===== config.mk =====
export PLATFORM = sky130hd
export DESIGN_NAME = smb_idx_regslave
export DESIGN_NICKNAME = d
export VERILOG_FILES = /design/src/rtl/smb_idx_pkg.sv /design/src/rtl/smb_idx_bus_if.sv /design/src/rtl/smb_idx_regfile.sv /design/src/rtl/smb_idx_engine.sv /design/src/rtl/smb_idx_regslave.sv
export SDC_FILE = /design/constraint.sdc
export NUM_CORES = 1
export LEC_CHECK = 0
export ABC_AREA = 1
export ABC_CLOCK_PERIOD_IN_PS = 17100
export BUFFER_PORTS_ARGS = -buffer_cell sky130_fd_sc_hd__buf_2
export CAP_MARGIN = 20
export CELL_PAD_IN_SITES_DETAIL_PLACEMENT = 1
export CELL_PAD_IN_SITES_GLOBAL_PLACEMENT = 1
export CORE_MARGIN = 2
export CORE_UTILIZATION = 40
export CTS_CLUSTER_DIAMETER = 40
export DETAILED_ROUTE_END_ITERATION = 6
export GPL_TIMING_DRIVEN = 0
export HOLD_SLACK_MARGIN = 0.12
export PLACE_DENSITY_LB_ADDON = 0.25
export SYNTH_ARGS = -nofsm -noshare
export SYNTH_HDL_FRONTEND = slang
export SYNTH_SLANG_ARGS = --single-unit

===== constraint.sdc =====
create_clock -name clk -period 17.1 [get_ports clk]
set_input_delay 1.71 -clock clk [delete_from_list [all_inputs] [get_ports clk]]
set_output_delay 1.71 -clock clk [all_outputs]
set_load 0.05 [all_outputs]

===== src/rtl/smb_idx_pkg.sv =====
package smb_idx_pkg;

  typedef enum logic [2:0] {
    FR_IDLE, FR_ADDR, FR_OFFS, FR_WCNT, FR_WDATA, FR_RCNT, FR_RDATA, FR_WAIT
  } frame_e;

  localparam logic [7:0] WR_ADDR   = 8'hD2;
  localparam logic [7:0] RD_ADDR   = 8'hD3;
  localparam int unsigned OE_A_IDX  = 0;
  localparam int unsigned OE_B_IDX  = 2;
  localparam int unsigned STRAP_IDX = 6;
  localparam int unsigned ID_IDX    = 7;
  localparam int unsigned NMUL_IDX  = 17;
  localparam logic [3:0] VENDOR_CODE = 4'h5;

  // bits software may change in each byte
  function automatic logic [7:0] wr_mask(input int unsigned idx);
    case (idx)
      OE_B_IDX:  wr_mask = 8'hF1;
      STRAP_IDX: wr_mask = 8'hF8;
      ID_IDX:    wr_mask = 8'h00;
      default:   wr_mask = 8'hFF;
    endcase
  endfunction

  function automatic logic [7:0] rst_val(input int unsigned idx, input logic [3:0] rev);
    case (idx)
      OE_A_IDX: rst_val = 8'hFF;
      OE_B_IDX: rst_val = 8'hF1;
      ID_IDX:   rst_val = {rev, VENDOR_CODE};
      NMUL_IDX: rst_val = 8'h0F;
      default:  rst_val = 8'h00;
    endcase
  endfunction

endpackage


===== src/rtl/smb_idx_bus_if.sv =====
module smb_idx_bus_if #(
  parameter int SYNC_N = 2
) (
  input  logic clk,
  input  logic rst_n,
  input  logic scl_i,
  input  logic sda_i,
  output logic scl_s,
  output logic sda_s,
  output logic scl_rise,
  output logic scl_fall,
  output logic start_det,
  output logic stop_det
);
  logic [SYNC_N-1:0] scl_sh, sda_sh;
  logic scl_d, sda_d;

  always_ff @(posedge clk or negedge rst_n) begin
    if (!rst_n) begin
      scl_sh <= '1;
      sda_sh <= '1;
      scl_d  <= 1'b1;
      sda_d  <= 1'b1;
    end else begin
      scl_sh <= {scl_sh[SYNC_N-2:0], scl_i};
      sda_sh <= {sda_sh[SYNC_N-2:0], sda_i};
      scl_d  <= scl_sh[SYNC_N-1];
      sda_d  <= sda_sh[SYNC_N-1];
    end
  end

  assign scl_s     = scl_sh[SYNC_N-1];
  assign sda_s     = sda_sh[SYNC_N-1];
  assign scl_rise  = scl_s & ~scl_d;
  assign scl_fall  = ~scl_s & scl_d;
  assign start_det = scl_s & scl_d & ~sda_s & sda_d;
  assign stop_det  = scl_s & scl_d & sda_s & ~sda_d;
endmodule


===== src/rtl/smb_idx_regfile.sv =====
module smb_idx_regfile
  import smb_idx_pkg::*;
#(
  parameter int         REG_COUNT = 32,
  parameter int         STRAP_W   = 3,
  parameter logic [3:0] REV_ID    = 4'h0,
  localparam int        IDX_W     = $clog2(REG_COUNT)
) (
  input  logic                   clk,
  input  logic                   rst_n,
  input  logic                   wr_en,
  input  logic [IDX_W-1:0]       wr_idx,
  input  logic [7:0]             wr_data,
  input  logic [IDX_W-1:0]       rd_idx,
  output logic [7:0]             rd_data,
  input  logic                   pwr_good,
  input  logic [STRAP_W-1:0]     strap,
  output logic [REG_COUNT*8-1:0] cfg_q
);
  logic [STRAP_W-1:0] strap_q;
  logic [7:0]         bytes [REG_COUNT];

  always_ff @(posedge clk or negedge rst_n) begin
    if (!rst_n)         strap_q <= '0;
    else if (!pwr_good) strap_q <= strap;
  end

  for (genvar k = 0; k < REG_COUNT; k++) begin : g_byte
    localparam logic [7:0] MASK = wr_mask(k);
    localparam logic [7:0] RSTV = rst_val(k, REV_ID);
    logic [7:0] q;

    if (MASK == 8'h00) begin : g_ro
      assign q = RSTV;
    end else begin : g_rw
      logic [7:0] d;
      always_comb begin
        d = q;
        if (wr_en && (wr_idx == IDX_W'(k))) d = (q & ~MASK) | (wr_data & MASK);
      end
      always_ff @(posedge clk or negedge rst_n) begin
        if (!rst_n) q <= RSTV;
        else        q <= d;
      end
    end

    if (k == STRAP_IDX) begin : g_strap
      assign bytes[k] = q | {{(8-STRAP_W){1'b0}}, strap_q};
    end else begin : g_plain
      assign bytes[k] = q;
    end
    assign cfg_q[k*8 +: 8] = bytes[k];
  end

  assign rd_data = bytes[rd_idx];
endmodule


===== src/rtl/smb_idx_engine.sv =====
module smb_idx_engine
  import smb_idx_pkg::*;
#(
  parameter int         REG_COUNT  = 32,
  parameter logic [7:0] RD_LEN_RST = 8'd8,
  localparam int        IDX_W      = $clog2(REG_COUNT),
  localparam logic [7:0] N8        = 8'(REG_COUNT)
) (
  input  logic             clk,
  input  logic             rst_n,
  input  logic             sda_s,
  input  logic             scl_rise,
  input  logic             scl_fall,
  input  logic             start_det,
  input  logic             stop_det,
  input  logic [7:0]       rd_data,
  output logic [IDX_W-1:0] rd_idx,
  output logic             wr_en,
  output logic [IDX_W-1:0] wr_idx,
  output logic [7:0]       wr_data,
  output logic             sda_oe,
  output logic             bus_idle
);
  frame_e     st, st_n, go, go_n;
  logic [3:0] bitcnt, bitcnt_n;
  logic [6:0] rx_sh, rx_sh_n;
  logic [7:0] tx_sh, tx_sh_n;
  logic [7:0] ptr, ptr_n, rem, rem_n, rd_len, rd_len_n;
  logic       ack_go, ack_go_n, mack, mack_n, oe, oe_n;
  logic [7:0] byte_in;
  logic       rx_frame;

  assign byte_in  = {rx_sh, sda_s};
  assign rd_idx   = (ptr >= N8) ? '0 : ptr[IDX_W-1:0];
  assign wr_idx   = ptr[IDX_W-1:0];
  assign wr_data  = byte_in;
  assign sda_oe   = oe;
  assign bus_idle = (st == FR_IDLE);
  assign rx_frame = (st == FR_ADDR) || (st == FR_OFFS) || (st == FR_WCNT) || (st == FR_WDATA);

  always_comb begin
    st_n = st; go_n = go; bitcnt_n = bitcnt; rx_sh_n = rx_sh; tx_sh_n = tx_sh;
    ptr_n = ptr; rem_n = rem; rd_len_n = rd_len; ack_go_n = ack_go; mack_n = mack;
    oe_n = oe; wr_en = 1'b0;
    if (stop_det) begin
      st_n = FR_IDLE; bitcnt_n = '0; oe_n = 1'b0;
    end else if (start_det) begin
      st_n = FR_ADDR; bitcnt_n = '0; oe_n = 1'b0;
    end else if (st != FR_IDLE && st != FR_WAIT) begin
      if (scl_rise) begin
        if (bitcnt < 4'd8) begin
          rx_sh_n  = byte_in[6:0];
          bitcnt_n = bitcnt + 4'd1;
          if (bitcnt == 4'd7 && rx_frame) begin
            ack_go_n = 1'b0;
            go_n     = FR_WAIT;
            case (st)
              FR_ADDR: begin
                if (byte_in == WR_ADDR)      begin ack_go_n = 1'b1; go_n = FR_OFFS; end
                else if (byte_in == RD_ADDR) begin ack_go_n = 1'b1; go_n = FR_RCNT; end
              end
              FR_OFFS: if (byte_in < N8) begin
                ack_go_n = 1'b1; ptr_n = byte_in; go_n = FR_WCNT;
              end
              FR_WCNT: if (byte_in != 8'd0) begin
                ack_go_n = 1'b1; rem_n = byte_in; rd_len_n = byte_in; go_n = FR_WDATA;
              end
              FR_WDATA: if (ptr < N8 && rem != 8'd0) begin
                ack_go_n = 1'b1; wr_en = 1'b1;
                ptr_n = ptr + 8'd1; rem_n = rem - 8'd1;
                go_n  = (rem == 8'd1) ? FR_WAIT : FR_WDATA;
              end
              default: ;
            endcase
          end
        end else if (bitcnt == 4'd8) begin
          bitcnt_n = 4'd9;
          mack_n   = ~sda_s;
        end
      end else if (scl_fall) begin
        if (rx_frame) begin
          if (bitcnt == 4'd8) begin
            oe_n = ack_go;
          end else if (bitcnt == 4'd9) begin
            bitcnt_n = '0;
            st_n     = go;
            oe_n     = 1'b0;
            if (go == FR_RCNT) begin
              oe_n    = ~rd_len[7];
              tx_sh_n = {rd_len[6:0], 1'b0};
            end
          end
        end else begin
          if (bitcnt >= 4'd1 && bitcnt <= 4'd7) begin
            oe_n    = ~tx_sh[7];
            tx_sh_n = {tx_sh[6:0], 1'b0};
          end else if (bitcnt == 4'd8) begin
            oe_n = 1'b0;
          end else if (bitcnt == 4'd9) begin
            bitcnt_n = '0;
            if (!mack || (st == FR_RDATA && rem == 8'd0)) begin
              st_n = FR_WAIT; oe_n = 1'b0;
            end else begin
              st_n    = FR_RDATA;
              oe_n    = ~rd_data[7];
              tx_sh_n = {rd_data[6:0], 1'b0};
              ptr_n   = (rd_idx == IDX_W'(REG_COUNT-1)) ? 8'd0 : 8'(rd_idx) + 8'd1;
              rem_n   = (st == FR_RCNT) ? rd_len - 8'd1 : rem - 8'd1;
            end
          end
        end
      end
    end
  end

  always_ff @(posedge clk or negedge rst_n) begin
    if (!rst_n) begin
      st <= FR_IDLE; go <= FR_IDLE; bitcnt <= '0; rx_sh <= '0; tx_sh <= '0;
      ptr <= '0; rem <= '0; rd_len <= RD_LEN_RST; ack_go <= 1'b0; mack <= 1'b0; oe <= 1'b0;
    end else begin
      st <= st_n; go <= go_n; bitcnt <= bitcnt_n; rx_sh <= rx_sh_n; tx_sh <= tx_sh_n;
      ptr <= ptr_n; rem <= rem_n; rd_len <= rd_len_n; ack_go <= ack_go_n; mack <= mack_n; oe <= oe_n;
    end
  end
endmodule


===== src/rtl/smb_idx_regslave.sv =====
module smb_idx_regslave #(
  parameter int         REG_COUNT  = 32,
  parameter int         STRAP_W    = 3,
  parameter int         SYNC_N     = 2,
  parameter logic [3:0] REV_ID     = 4'h0,
  parameter logic [7:0] RD_LEN_RST = 8'd8
) (
  input  logic                   clk,
  input  logic                   rst_n,
  input  logic                   scl_i,
  input  logic                   sda_i,
  output logic                   sda_o,
  output logic                   sda_oe_o,
  input  logic                   pwr_good_i,
  input  logic [STRAP_W-1:0]     strap_i,
  output logic [REG_COUNT*8-1:0] cfg_q_o
);
  localparam int IDX_W = $clog2(REG_COUNT);

  logic [1:0]       rst_sync;
  logic             rst_n_s;
  logic             scl_s, sda_s, scl_rise, scl_fall, start_det, stop_det;
  logic             wr_en, in_idle;
  logic [IDX_W-1:0] wr_idx, rd_idx;
  logic [7:0]       wr_data, rd_data;

  always_ff @(posedge clk or negedge rst_n) begin
    if (!rst_n) rst_sync <= 2'b00;
    else        rst_sync <= {rst_sync[0], 1'b1};
  end
  assign rst_n_s = rst_sync[1];
  assign sda_o   = 1'b0;

  smb_idx_bus_if #(.SYNC_N(SYNC_N)) u_bus (
    .clk(clk), .rst_n(rst_n_s), .scl_i(scl_i), .sda_i(sda_i),
    .scl_s(scl_s), .sda_s(sda_s), .scl_rise(scl_rise), .scl_fall(scl_fall),
    .start_det(start_det), .stop_det(stop_det)
  );

  smb_idx_engine #(.REG_COUNT(REG_COUNT), .RD_LEN_RST(RD_LEN_RST)) u_engine (
    .clk(clk), .rst_n(rst_n_s), .sda_s(sda_s), .scl_rise(scl_rise), .scl_fall(scl_fall),
    .start_det(start_det), .stop_det(stop_det), .rd_data(rd_data), .rd_idx(rd_idx),
    .wr_en(wr_en), .wr_idx(wr_idx), .wr_data(wr_data), .sda_oe(sda_oe_o), .bus_idle(in_idle)
  );

  smb_idx_regfile #(.REG_COUNT(REG_COUNT), .STRAP_W(STRAP_W), .REV_ID(REV_ID)) u_regs (
    .clk(clk), .rst_n(rst_n_s), .wr_en(wr_en), .wr_idx(wr_idx), .wr_data(wr_data),
    .rd_idx(rd_idx), .rd_data(rd_data), .pwr_good(pwr_good_i), .strap(strap_i),
    .cfg_q(cfg_q_o)
  );
endmodule


==> results_dict.tcl <==
set metrics [dict create \
    p_int_uw 1640 \
    place_congestion 0.988 \
    finalSetupTns_ns 0 \
    seqPwrFrac_pct 28.6 \
    syn_avg_cell_area_um2 7.94 \
    numPortBuffers 253 \
    hold_buffers 0 \
    cts_resized 0 \
    synth_mux_area_share_pct 0.284 \
    slew_headroom_pct 18.9 \
    synth_flop_cell "dfrtp_1" \
    ant_nets 0 \
    combPwrFrac_pct 33.2 \
    rows 72 \
    ys_top_cells_by_count "nand2_1 (549), dfrtp_1 (280), inv_1 (190), nand3_1 (178), o21ai_0 (161)" \
    synth_top_family_by_area "simple AND/OR/NAND/NOR gates" \
    initial_utilization_pct 40.8 \
    drive_gt1_share_pct 20.4 \
    ir_worst_vdd_mv 0.0851 \
    cts_setup_buffers 0 \
    syn_to_final_growth_pct 24.7 \
    cts_tree "built" \
    grt_setup_unrepaired "no" \
    clkLatencyLatePin_ns 0.61 \
    setup_ws_ns 13.24 \
    synth_edf_count 0 \
    start_kind "register" \
    p_sw_uw 1160 \
    fin_area_um2 19800 \
    synthDominantCellAreaShare_pct 44.2 \
    numCtsBuffers 52 \
    synth-simple-area-share_pct 26.3 \
    hold_path.class "register to asynchronous set/reset pin" \
    grt_usage_pct 36.7 \
    seq_area_frac_synth_pct 48.2 \
    synth-seq-cells 304 \
    maxSlewViolCount 0 \
    finalCritPeriodShare_pct 22.6 \
    clock_power_share_pct 38.2 \
    worstPathRequired_ns 17.61 \
    fmax_mhz 259 \
    ios 266 \
    async_reset_ff_share_pct 100 \
    clk_pin_slew_ns 0.06 \
    synth_xor_area_share_pct 0.498 \
    cts-root-buf "clkbuf_16" \
    ys_warn_count 0 \
    crit_arrival_ns 4.37 \
    routed_wl_um 75500 \
    gr-total-overflow 0 \
    grt_pass1_vias 16737 \
    cp-end-kind "register" \
    htree_levels 2 \
    synthAdderAreaFrac_pct 1.42 \
    rrSetupSlack_ns 13.24 \
    yosys-top-cells-area "dfrtp_1 (44%), nand2_1 (13%), nand3_1 (5.6%), o21ai_0 (5.1%), inv_1 (4.5%)" \
    finClkSkew_ns 0.0338 \
    violations "DRC" \
    viasPerCell 5.74 \
    grt_pass1_wl_um 110000 \
    power_density_nw_per_um2 142 \
    fin_crit_ns 3.86 \
    antenna_found_initial 1 \
    syn-instance-count 1995 \
    grt_start_max_net_pins 67 \
    final-hold-violation-count 0 \
    coreArea_um2 38800 \
    post-dp-hpwl_um 56900 \
    drv_cap 0 \
    syn-cell-area_um2 15800 \
    status "finished with violations" \
    worstMarginPinSlew_ns 1.22 \
    drt_first_pass_iters 7 \
    dr_total_vias 16541 \
    worst_hold_slack_ns 0.257 \
    cts_max_path_buffers 3 \
    synth_compound_gate_area_share_pct 14.0 \
    die_h_um 203 \
    dpl-instance-area_um2 18000 \
    synth_cell_types 52 \
    dieArea_um2 41200 \
    wire_per_inst_um 26.2 \
    drtIter0Drc 1570 \
    p_sw_share_pct 41.3 \
    finalPower_uw 2800 \
    synth.most_common_cell "nand2_1" \
    worstSetupPathType "register to register" \
    r2r_cells 10 \
    cts_sinks 304 \
    worst-path-max-fanout 10 \
    dieWidth_um 203 \
    yosysTopAreaCell "dfrtp_1" \
    nets 2346 \
    pre_cts_ws_ns 13.57 \
    leakagePower_uw 0.00985 \
    drc 4 \
    final-setup-viol-count 0 \
]
## through the flow
stage               std cells  utilization [%]
finish                   2882             50.9
global route             2881             50.9
CTS                      2881             50.9
detailed placement       2784             46.3
global placement         2777             45.8
floorplan                2006                -
## cell type report
class                   count  area [µm²]
repair buffers            260        1430
plain buffers             129         723
well taps                 518         648
clock buffers              70        1460
flip-flops and latches    304        7640
inverters                 198         746
multi-input cells        1375        6770
diodes                      1        2.50
clock inverters            27         323
fillers                  4806       19100
## metal layers
metal	wire (µm)	track usage (%)
met3	6590	5.47
met4	2920	14.0
met5	0	0
met2	34300	58.0
met1	31700	51.0
## registers in the layout, summed over array words and instances (netlist names), 2 cells and up
register         cells
u_regs.g_byte.q    242
u_engine.ptr         8
u_engine.rd_len      8
u_engine.rem         8
u_engine.rx_sh       7
u_engine.tx_sh       7
u_engine.bitcnt      4
u_engine.go          3
u_engine.st          3
u_regs.strap_q       3
rst_sync             2
u_bus.scl_sh         2
u_bus.sda_sh         2
## layout by cell type (no fill, tap or decap), types with 50 or more instances in the layout
cell type	n
o21ai_1	133
dfrtp_1	279
clkbuf_16	54
buf_2	260
nor2_1	97
a21oi_1	50
inv_1	190
clkbuf_1	90
nand2_1	549
nand3_1	178
o21ai_0	161
## worst max-delay path, stage by stage (launching register included)
cell and delay [ns]:
dfrtp_1 0.38, nor2_1 0.40, nand3_1 0.22, nor2_1 0.93
clkbuf_1 0.76, nand2_1 0.35, nand3_1 0.19, nand3_1 0.09
nand3_1 0.23, nand3_1 0.10, a21oi_1 0.13
## worst paths after layout
check,from,to
max in group asynchronous,rst_sync[1],u_regs.g_byte[2].q[6]
max reg2reg,u_engine.ptr[7],u_engine.tx_sh[6]
min,rst_sync[1],u_regs.g_byte[23].q[2]
min in group clk,rst_sync[0],rst_sync[1]
min reg2reg,rst_sync[1],u_regs.g_byte[23].q[2]
max,u_engine.ptr[7],u_engine.tx_sh[6]
## cells by family after synthesis
| kind of cell | Yosys count |
|---|---|
| flops | 304 |
| xor+xnor | 9 |
| compound gates | 404 |
| buf+inv | 327 |
| simple gates | 927 |
| fa+ha+maj | 18 |
| mux | 4 |
| other cells | 2 |
## power groups by stage
| stage | Combinational [µW] | Sequential, µW | Clock (µW) |
|---|---|---|---|
| after floorplan | 501 | 808 | 0 |
| after global placement | 862 | 822 | 0 |
| after detailed placement | 895 | 811 | 0 |
| after CTS | 904 | 799 | 1070 |
| after global routing | 980 | 805 | 1110 |
| final | 928 | 801 | 1070 |
Note: power is estimated with default switching activity, not from simulation.
